### config.mk
export PLATFORM = sky130hd
export DESIGN_NAME = ocp_pulse_skip_latch
export DESIGN_NICKNAME = d
export VERILOG_FILES = /design/src/rtl/ocp_pkg.sv /design/src/rtl/ocp_cycle_counter.sv /design/src/rtl/ocp_trip_seq.sv /design/src/rtl/ocp_skip_gate.sv /design/src/rtl/ocp_pulse_skip_latch.sv
export SDC_FILE = /design/constraint.sdc
export NUM_CORES = 1
export LEC_CHECK = 0
export CAP_MARGIN = 40
export CORE_AREA = 2 2 39 41
export DETAILED_ROUTE_END_ITERATION = 8
export DIE_AREA = 0 0 41 43
export DONT_BUFFER_PORTS = 1
export PLACE_DENSITY_LB_ADDON = 0.15
export SLEW_MARGIN = 20
export SYNTH_ARGS = -nofsm -noshare
export SYNTH_HDL_FRONTEND = slang
export SYNTH_SLANG_ARGS = --single-unit
### constraint.sdc
create_clock -name clk -period 2.57 [get_ports clk]
set_input_delay 0.771 -clock clk [delete_from_list [all_inputs] [get_ports clk]]
set_output_delay 0.771 -clock clk [all_outputs]
set_load 0.01 [all_outputs]
### src/rtl/ocp_pkg.sv
package ocp_pkg;

   // Sequence state of the overcurrent protection controller
   typedef enum logic [1:0] {
      SEQ_IDLE    = 2'd0,
      SEQ_COUNT   = 2'd1,
      SEQ_LATCHED = 2'd2
   } seq_state_e;

endpackage

### src/rtl/ocp_cycle_counter.sv
module ocp_cycle_counter #(
   parameter int unsigned WIN_CYCLES = 8,
   parameter int unsigned CNT_W      = $clog2(2 * WIN_CYCLES)
) (
   input  logic clk,
   input  logic rst_n,
   input  logic clear_i,
   input  logic start_i,
   input  logic advance_i,
   output logic in_second_o,
   output logic at_last_o
);

   localparam logic [CNT_W-1:0] LAST_CNT = CNT_W'(2 * WIN_CYCLES - 1);

   logic [CNT_W-1:0] cnt_q;

   always_ff @(posedge clk or negedge rst_n) begin
      if (!rst_n) begin
         cnt_q <= '0;
      end else if (clear_i || start_i) begin
         cnt_q <= '0;
      end else if (advance_i) begin
         cnt_q <= cnt_q + CNT_W'(1);
      end
   end

   // Window decode: a single bit when the window is a power of two
   if ((WIN_CYCLES & (WIN_CYCLES - 1)) == 0) begin : g_pow2_decode
      assign in_second_o = cnt_q[CNT_W-1];
   end else begin : g_cmp_decode
      localparam logic [CNT_W-1:0] SECOND_START = CNT_W'(WIN_CYCLES);
      assign in_second_o = (cnt_q >= SECOND_START);
   end

   assign at_last_o = (cnt_q == LAST_CNT);

endmodule

### src/rtl/ocp_trip_seq.sv
module ocp_trip_seq
   import ocp_pkg::*;
(
   input  logic       clk,
   input  logic       rst_n,
   input  logic       run_i,
   input  logic       tick_i,
   input  logic       trip_i,
   input  logic       in_second_i,
   input  logic       at_last_i,
   output seq_state_e state_o,
   output logic       start_o,
   output logic       advance_o,
   output logic       clear_o
);

   seq_state_e state_q, state_d;

   always_comb begin
      state_d   = state_q;
      start_o   = 1'b0;
      advance_o = 1'b0;
      clear_o   = 1'b0;
      if (!run_i) begin
         state_d = SEQ_IDLE;
         clear_o = 1'b1;
      end else begin
         case (state_q)
            SEQ_IDLE: begin
               if (tick_i && trip_i) begin
                  state_d = SEQ_COUNT;
                  start_o = 1'b1;
               end
            end
            SEQ_COUNT: begin
               if (tick_i) begin
                  if (trip_i && in_second_i) begin
                     state_d = SEQ_LATCHED;
                  end else if (at_last_i) begin
                     state_d = SEQ_IDLE;
                     clear_o = 1'b1;
                  end else begin
                     advance_o = 1'b1;
                  end
               end
            end
            SEQ_LATCHED: begin
               state_d = SEQ_LATCHED;
            end
            default: begin
               state_d = SEQ_IDLE;
               clear_o = 1'b1;
            end
         endcase
      end
   end

   always_ff @(posedge clk or negedge rst_n) begin
      if (!rst_n) begin
         state_q <= SEQ_IDLE;
      end else begin
         state_q <= state_d;
      end
   end

   assign state_o = state_q;

endmodule

### src/rtl/ocp_skip_gate.sv
module ocp_skip_gate (
   input  logic clk,
   input  logic rst_n,
   input  logic run_i,
   input  logic tick_i,
   input  logic trip_i,
   input  logic latched_i,
   output logic inhibit_o
);

   logic skip_q;

   // The sampled flag governs the following switching cycle
   always_ff @(posedge clk or negedge rst_n) begin
      if (!rst_n) begin
         skip_q <= 1'b0;
      end else if (!run_i) begin
         skip_q <= 1'b0;
      end else if (tick_i) begin
         skip_q <= trip_i;
      end
   end

   assign inhibit_o = skip_q | latched_i;

endmodule

### src/rtl/ocp_pulse_skip_latch.sv
module ocp_pulse_skip_latch
   import ocp_pkg::*;
#(
   parameter int unsigned WIN_CYCLES = 8
) (
   input  logic clk,
   input  logic rst_n,
   input  logic cyc_tick,
   input  logic oc_flag,
   input  logic enable,
   input  logic supply_ok,
   output logic hs_inhibit,
   output logic oc_shutdown,
   output logic pgood_pull_low,
   output logic win_first,
   output logic win_second
);

   localparam int unsigned CNT_W = $clog2(2 * WIN_CYCLES);

   if (WIN_CYCLES < 2) begin : g_bad_window
      $error("WIN_CYCLES must be at least 2");
   end

   logic       run;
   logic       start, advance, clear_cnt;
   logic       in_second, at_last;
   seq_state_e state;
   logic       latched;

   assign run = enable & supply_ok;

   ocp_cycle_counter #(
      .WIN_CYCLES (WIN_CYCLES),
      .CNT_W      (CNT_W)
   ) cnt_i (
      .clk         (clk),
      .rst_n       (rst_n),
      .clear_i     (clear_cnt),
      .start_i     (start),
      .advance_i   (advance),
      .in_second_o (in_second),
      .at_last_o   (at_last)
   );

   ocp_trip_seq seq_i (
      .clk         (clk),
      .rst_n       (rst_n),
      .run_i       (run),
      .tick_i      (cyc_tick),
      .trip_i      (oc_flag),
      .in_second_i (in_second),
      .at_last_i   (at_last),
      .state_o     (state),
      .start_o     (start),
      .advance_o   (advance),
      .clear_o     (clear_cnt)
   );

   assign latched = (state == SEQ_LATCHED);

   ocp_skip_gate skip_i (
      .clk       (clk),
      .rst_n     (rst_n),
      .run_i     (run),
      .tick_i    (cyc_tick),
      .trip_i    (oc_flag),
      .latched_i (latched),
      .inhibit_o (hs_inhibit)
   );

   assign oc_shutdown    = latched;
   assign pgood_pull_low = latched;
   assign win_first      = (state == SEQ_COUNT) & ~in_second;
   assign win_second     = (state == SEQ_COUNT) & in_second;

endmodule

==> flow_metrics.py, run 1 <==
metrics = {
    "outcome": {
        "outcome": "finished clean",
    },
    "floorplan": {
        "rows": 14,
        "fp.dieW_um": 41,
        "ios": 11,
        "die_y_um": 43,
        "start_util": 0.2929,
        "die_area_mm2": 0.001763,
        "core_mm2": 0.001384,
    },
    "global_route": {
        "grt_max_degree": 8,
        "gr-usage-met2": 0.1813,
        "met1_usage": 0.1395,
        "met3_usage": 0.04188,
        "grt_busiest_layer": "met2",
        "gr-total-overflow": 0,
        "grt_pass1_wl_um": 1421,
        "grt_pass1_vias": 350,
        "track_usage": 0.1247,
        "antenna_found_initial": 0,
    },
    "clocking": {
        "numCtsBuffers": 3,
        "insertion_delay_ns": 0.25,
        "cts_tree": "built",
        "htreeDepth": 1,
        "post_cts_buffers": 0,
        "clk_pin_slew_ns": 0.05,
        "postCtsResizedCells": 0,
        "cts.path.max_buffers": 2,
        "root_buffer": "clkbuf_4",
        "clock_sinks": 7,
        "cts_hold_buf": 0,
    },
    "synth": {
        "synth_async_sr_flop_share": 1.000,
        "synth_area_um2": 405.4,
        "ys_seq_elements": 7,
        "synth_enable_flop_cells": 0,
        "yosysSeqAreaShare": 0.4321,
        "synth.distinct_cells": 24,
        "yosys_warnings": 0,
        "syn_nets": 51,
        "synthCells": 44,
        "syn_avg_cell_area_um2": 9.213,
        "ys.flop_type": "dfrtp_1",
    },
    "power": {
        "finalPower_mw": 0.2212,
        "clkPwrFrac": 0.441,
        "p_seq_frac": 0.509,
        "power.switching_mw": 0.04580,
        "internal_power_mw": 0.1754,
        "power_frac_comb": 0.050,
        "irDropWorstVdd_uv": 121.9,
        "power.leakage_nw": 0.2074,
        "p_sw_frac": 0.2070,
        "powerDensity_mw_per_mm2": 489.8,
    },
    "routing": {
        "wl_um": 814,
        "drtIter0Drc": 2,
        "ant_nets": 0,
        "vias": 332,
        "first_pass_iters": 2,
        "avgViaCountPerCell": 5.188,
        "wire_per_inst_um": 12.72,
        "drc_errors": 0,
    },
    "sta": {
        "maxSlewViolCount": 0,
        "rsz0062_at_grt": "no",
        "finClkSkew_ns": 0.006909,
        "timing.final.crit_share": 0.7898,
        "fmax_mhz": 492.6,
        "tns_ns": 0,
        "hold_viol_final": 0,
        "slew_headroom": 0.6677,
        "finalCriticalPeriod_ns": 2.030,
        "tightest_slew_ns": 0.4859,
        "setup_violations": 0,
    },
    "worst_setup_path": {
        "slowest_delay_ns": 0.40,
        "cp_max_fo": 5,
        "end_kind": "primary output",
        "slowest_stage": "dfrtp_1",
        "arrival_ns": 1.26,
        "path_buf_inv": 1,
        "worstPathRequired_ns": 1.80,
        "critPathKind": "flop to primary output",
        "cpLargestDelayFamily": "simple AND/OR/NAND/NOR gates",
        "cp_cell_sequence": "nor2b_1, buf_4, or2_2",
        "start_kind": "flop",
        "path_depth": 3,
        "worstRegToRegCells": 5,
    },
    "finish": {
        "fillers": 151,
        "fin_util": 0.3264,
        "nets": 56,
        "drive_gt1_frac": 0.1250,
        "syn2layout_area_growth_pct": 11.42,
        "diodes": 0,
    },
    "run": {
        "max-cap-violations": 0,
    },
    "worst_hold_path": {
        "min_path_type": "input pin to async pin",
    },
    "placed_design": {
        "place_hpwl_um": 666.9,
        "gp_congestion": 0.6231,
        "portBuffers": 0,
    },
}
[sequential cells by signal, indices dropped and copies added (netlist names)]
register	cells
skip_i.skip_q	1
seq_i.state_o	2
cnt_i.cnt_q	4
[per-stage QoR]
step	std cells	area (um^2)	setup slack (ns)	hold WS, ns
CTS	64	451.7	0.5289	0.2027
global placement	60	425.4	0.6325	0.4757
finish	64	451.7	0.5401	0.2130
detailed placement	60	425.4	0.5866	0.4757
global route	64	451.7	0.4871	0.1934
floorplan	44	405.4	0.6672	0.4594
[per-layer routing]
layer  routed length [um]  vias to the layer above  part of all wire
li1                     -                      164                 -
met1                  337                      161              0.41
met2                  414                        5              0.51
met3                   59                        2             0.072
met4                    4                        0            0.0049
met5                    0                        -                 0
[power groups by stage]
stage / Sequential, mW / Clock [mW] / Combinational, mW
3_5_place_dp: 0.114 / 0 / 0.0111
3_3_place_gp: 0.114 / 0 / 0.0113
4_1_cts: 0.113 / 0.103 / 0.0111
5_1_grt: 0.113 / 0.110 / 0.0128
2_1_floorplan: 0.114 / 0 / 0.00947
6_report: 0.113 / 0.0975 / 0.0110
[cell type report]
| cell class | count | area [um^2] | area share |
|---|---|---|---|
| clock buffers | 4 | 26.28 | 0.05817 |
| inverters | 3 | 11.26 | 0.02493 |
| multi-input cells | 33 | 211.5 | 0.4681 |
| flip-flops and latches | 7 | 175.2 | 0.3878 |
| well taps | 16 | 20.02 | 0.04432 |
| repair buffers | 1 | 7.507 | 0.01662 |
[synth_stat cells, drive strengths merged (2+ instances only)]
cell type | count | area, um^2
inv | 3 | 11.26
nor2 | 8 | 30.03
o21ai | 2 | 10.01
dfrtp | 7 | 175.2
a21oi | 3 | 15.01
nand2 | 2 | 7.510
mux2i | 2 | 20.02
[worst register-to-register path, cell delays in order (launching register included)]
cell      delay (ns)
dfrtp_1         0.40
ha_1            0.24
a21o_1          0.21
a2111o_1        0.48
or3_1           0.32
a21oi_1         0.15
[worst paths after layout]
path                                       start          endpoint  slack, ns
worst min register to register  seq_i.state_o[1]  seq_i.state_o[0]       0.50
min in group clk                seq_i.state_o[1]  seq_i.state_o[0]       0.50
max in group asynchronous                  rst_n     skip_i.skip_q       2.28
worst max-delay path            seq_i.state_o[1]        hs_inhibit       0.54
worst min-delay path                       rst_n    cnt_i.cnt_q[1]       0.21
worst max register to register    cnt_i.cnt_q[0]    cnt_i.cnt_q[2]       0.70
[layout by cell type (no fill, tap or decap), types with 2 or more instances in the layout]
| cell | netlist | layout |
|---|---|---|
| o21ai_0 | 2 | 2 |
| mux2i_1 | 2 | 2 |
| inv_1 | 3 | 3 |
| clkbuf_4 | 0 | 3 |
| dfrtp_1 | 7 | 7 |
| a21oi_1 | 3 | 3 |
| nor2_1 | 8 | 8 |
| nand2_1 | 2 | 2 |
[cells by family (layout without fill, tap and decap cells)]
family | Yosys count | in the layout | synth area share
xor+xnor | 2 | 2 | 0.04322
compound gates | 11 | 11 | 0.1883
simple gates | 17 | 17 | 0.2099
mux | 2 | 2 | 0.04938
buf+inv | 4 | 8 | 0.04630
fa+ha+maj | 1 | 1 | 0.03086
flops | 7 | 7 | 0.4321
Power figures use the tool's default switching activity.
==> inputs of run 2 (changes only) <==
==> constraint.sdc (replaced) <==
create_clock -name clk -period 1.8 [get_ports clk]
set_input_delay 0.54 -clock clk [delete_from_list [all_inputs] [get_ports clk]]
set_output_delay 0.54 -clock clk [all_outputs]
set_load 0.01 [all_outputs]
==> run 2 against run 1 <==
Against the previous run:
- register-to-register slack worse by 0.60 ns
- sequential share of layout area fell by 2.5 points
- non-clock buffer count is 3 higher
- critical endpoint is now cnt_i.cnt_q[2]
- setup slack lost 0.44 ns
- cell area grew 6.9%
==> flow_metrics.py, run 2 (synthesized netlist as in run 1, its figures left out) <==
metrics = {
    "outcome": {
        "outcome": "finished clean",
    },
    "routing": {
        "avgViaCountPerCell": 5.254,
        "ant_nets": 0,
        "vias": 352,
        "drc_errors": 0,
        "drtIter0Drc": 7,
        "first_pass_iters": 4,
        "wire_per_inst_um": 12.99,
        "wl_um": 870,
    },
    "finish": {
        "final_cell_mix": "8 x nor2_1, 7 x dfrtp_1, 3 x inv_1, 3 x clkbuf_4, 3 x buf_4",
        "top_register": "cnt_i.cnt_q",
        "fin_util": 0.3490,
        "fillers": 146,
        "syn2layout_area_growth_pct": 19.14,
        "nets": 59,
        "final_common_cell": "nor2_1",
        "diodes": 0,
        "drive_gt1_frac": 0.1961,
        "multi_input_area_um2": 217.7,
        "stdcell_area_um2": 483.0,
        "largest_reg_flops": 4,
        "seq_area_um2": 175.2,
    },
    "floorplan": {
        "core_mm2": 0.001384,
        "rows": 14,
        "ios": 11,
        "start_util": 0.2929,
        "fp.dieW_um": 41,
        "die_area_mm2": 0.001763,
        "die_y_um": 43,
    },
    "sta": {
        "hold_ws_ns": 0.4732,
        "fmax_mhz": 589.3,
        "setup_violations": 0,
        "tns_ns": 0,
        "maxSlewViolCount": 0,
        "tightest_slew_ns": 0.5341,
        "finClkSkew_ns": 0.001601,
        "timing.final.crit_share": 0.9428,
        "hold_viol_final": 0,
        "finalCriticalPeriod_ns": 1.697,
        "rsz0062_at_grt": "no",
        "slew_headroom": 0.6401,
        "fin_ws_ns": 0.1030,
    },
    "global_route": {
        "grt_max_degree": 8,
        "antenna_found_initial": 0,
        "track_usage": 0.1289,
        "grt_pass1_vias": 357,
        "grt_pass1_wl_um": 1504,
        "gr-total-overflow": 0,
    },
    "clocking": {
        "clk_pin_slew_ns": 0.05,
        "cts.path.max_buffers": 2,
        "cts_tree": "built",
        "root_buffer": "clkbuf_4",
        "numCtsBuffers": 3,
        "clock_sinks": 7,
        "post_cts_buffers": 0,
        "htreeDepth": 1,
        "insertion_delay_ns": 0.24,
    },
    "worst_setup_path": {
        "arrival_ns": 1.86,
        "slowest_delay_ns": 0.39,
        "slowest_stage": "a2111o_1",
        "cp-startpoint": "cnt_i.cnt_q[0]",
        "cp_cell_sequence": "ha_2, a21o_1, a2111o_1, or3_1, a21oi_2",
        "critPathKind": "flop to flop",
        "r2r_start": "cnt_i.cnt_q[0]",
        "end_kind": "flop",
        "start_kind": "flop",
        "worstPathRequired_ns": 1.96,
        "cp_max_fo": 3,
    },
    "power": {
        "irDropWorstVdd_uv": 229.9,
        "power.leakage_nw": 0.2180,
        "powerDensity_mw_per_mm2": 652.6,
    },
    "placed_design": {
        "pre_cts_ws_ns": -0.001951,
        "portBuffers": 0,
        "post_dp_cell_area_um2": 440.4,
        "place_hpwl_um": 714,
        "gp_congestion": 0.6348,
    },
    "worst_hold_path": {
        "min_path_type": "input pin to flop",
        "hp-start": "oc_flag",
    },
    "run": {
        "max-cap-violations": 0,
    },
}
## run 2: through the flow
stage	instances	power [mW]
floorplan	44	0.1766
global placement	62	0.1796
detailed placement	62	0.1800
CTS	67	0.3231
global route	67	0.3418
finish	67	0.3152
## run 2: what timing repair did
item / CTS / global route
cloned: 0 / 0
hold buffers: 1 / 0
setup endpoints to repair: 1 / 3
pin swaps: 1 / 2
endpoints found under the hold margin: 7 / 0
resized for setup: 2 / 1
## run 2: worst paths after layout
kind                                    endpoint  slack, ns  cells after the start
worst min-delay path               skip_i.skip_q       0.47                      2
max in group asynchronous         cnt_i.cnt_q[1]       0.95                      1
worst min register to register  seq_i.state_o[0]       0.50                      1
worst max register to register    cnt_i.cnt_q[2]       0.10                      5
worst max-delay path              cnt_i.cnt_q[2]       0.10                      5
min in group asynchronous       seq_i.state_o[1]       0.62                      1
## run 2: routing by layer
metal / wire [um] / vias to the layer above / track usage
met5: 0 / - / 0
met4: 0 / 0 / 0.08000
met3: 41 / 0 / 0.03665
met2: 461 / 6 / 0.1969
met1: 367 / 176 / 0.1500
li1: - / 170 / -
## run 2: cell type report
cell class              count  area share
multi-input cells          33      0.4508
clock buffers               4     0.05440
well taps                  16     0.04145
flip-flops and latches      7      0.3627
inverters                   3     0.02332
repair buffers              4     0.06736
## run 2: critical path: cells and delay by family, from the launching register on
family	cells	cell delay (ns)
AOI/OAI and AO/OA	3	0.72
DFF	1	0.38
and+or+nand+nor	1	0.33
adders and majority gates	1	0.20
## run 2: power breakdown
part	internal (mW)	total, mW	switching, mW
Clock	0.0840	0.133	0.0491
Sequential	0.159	0.161	0.00180
Combinational	0.00866	0.0210	0.0124
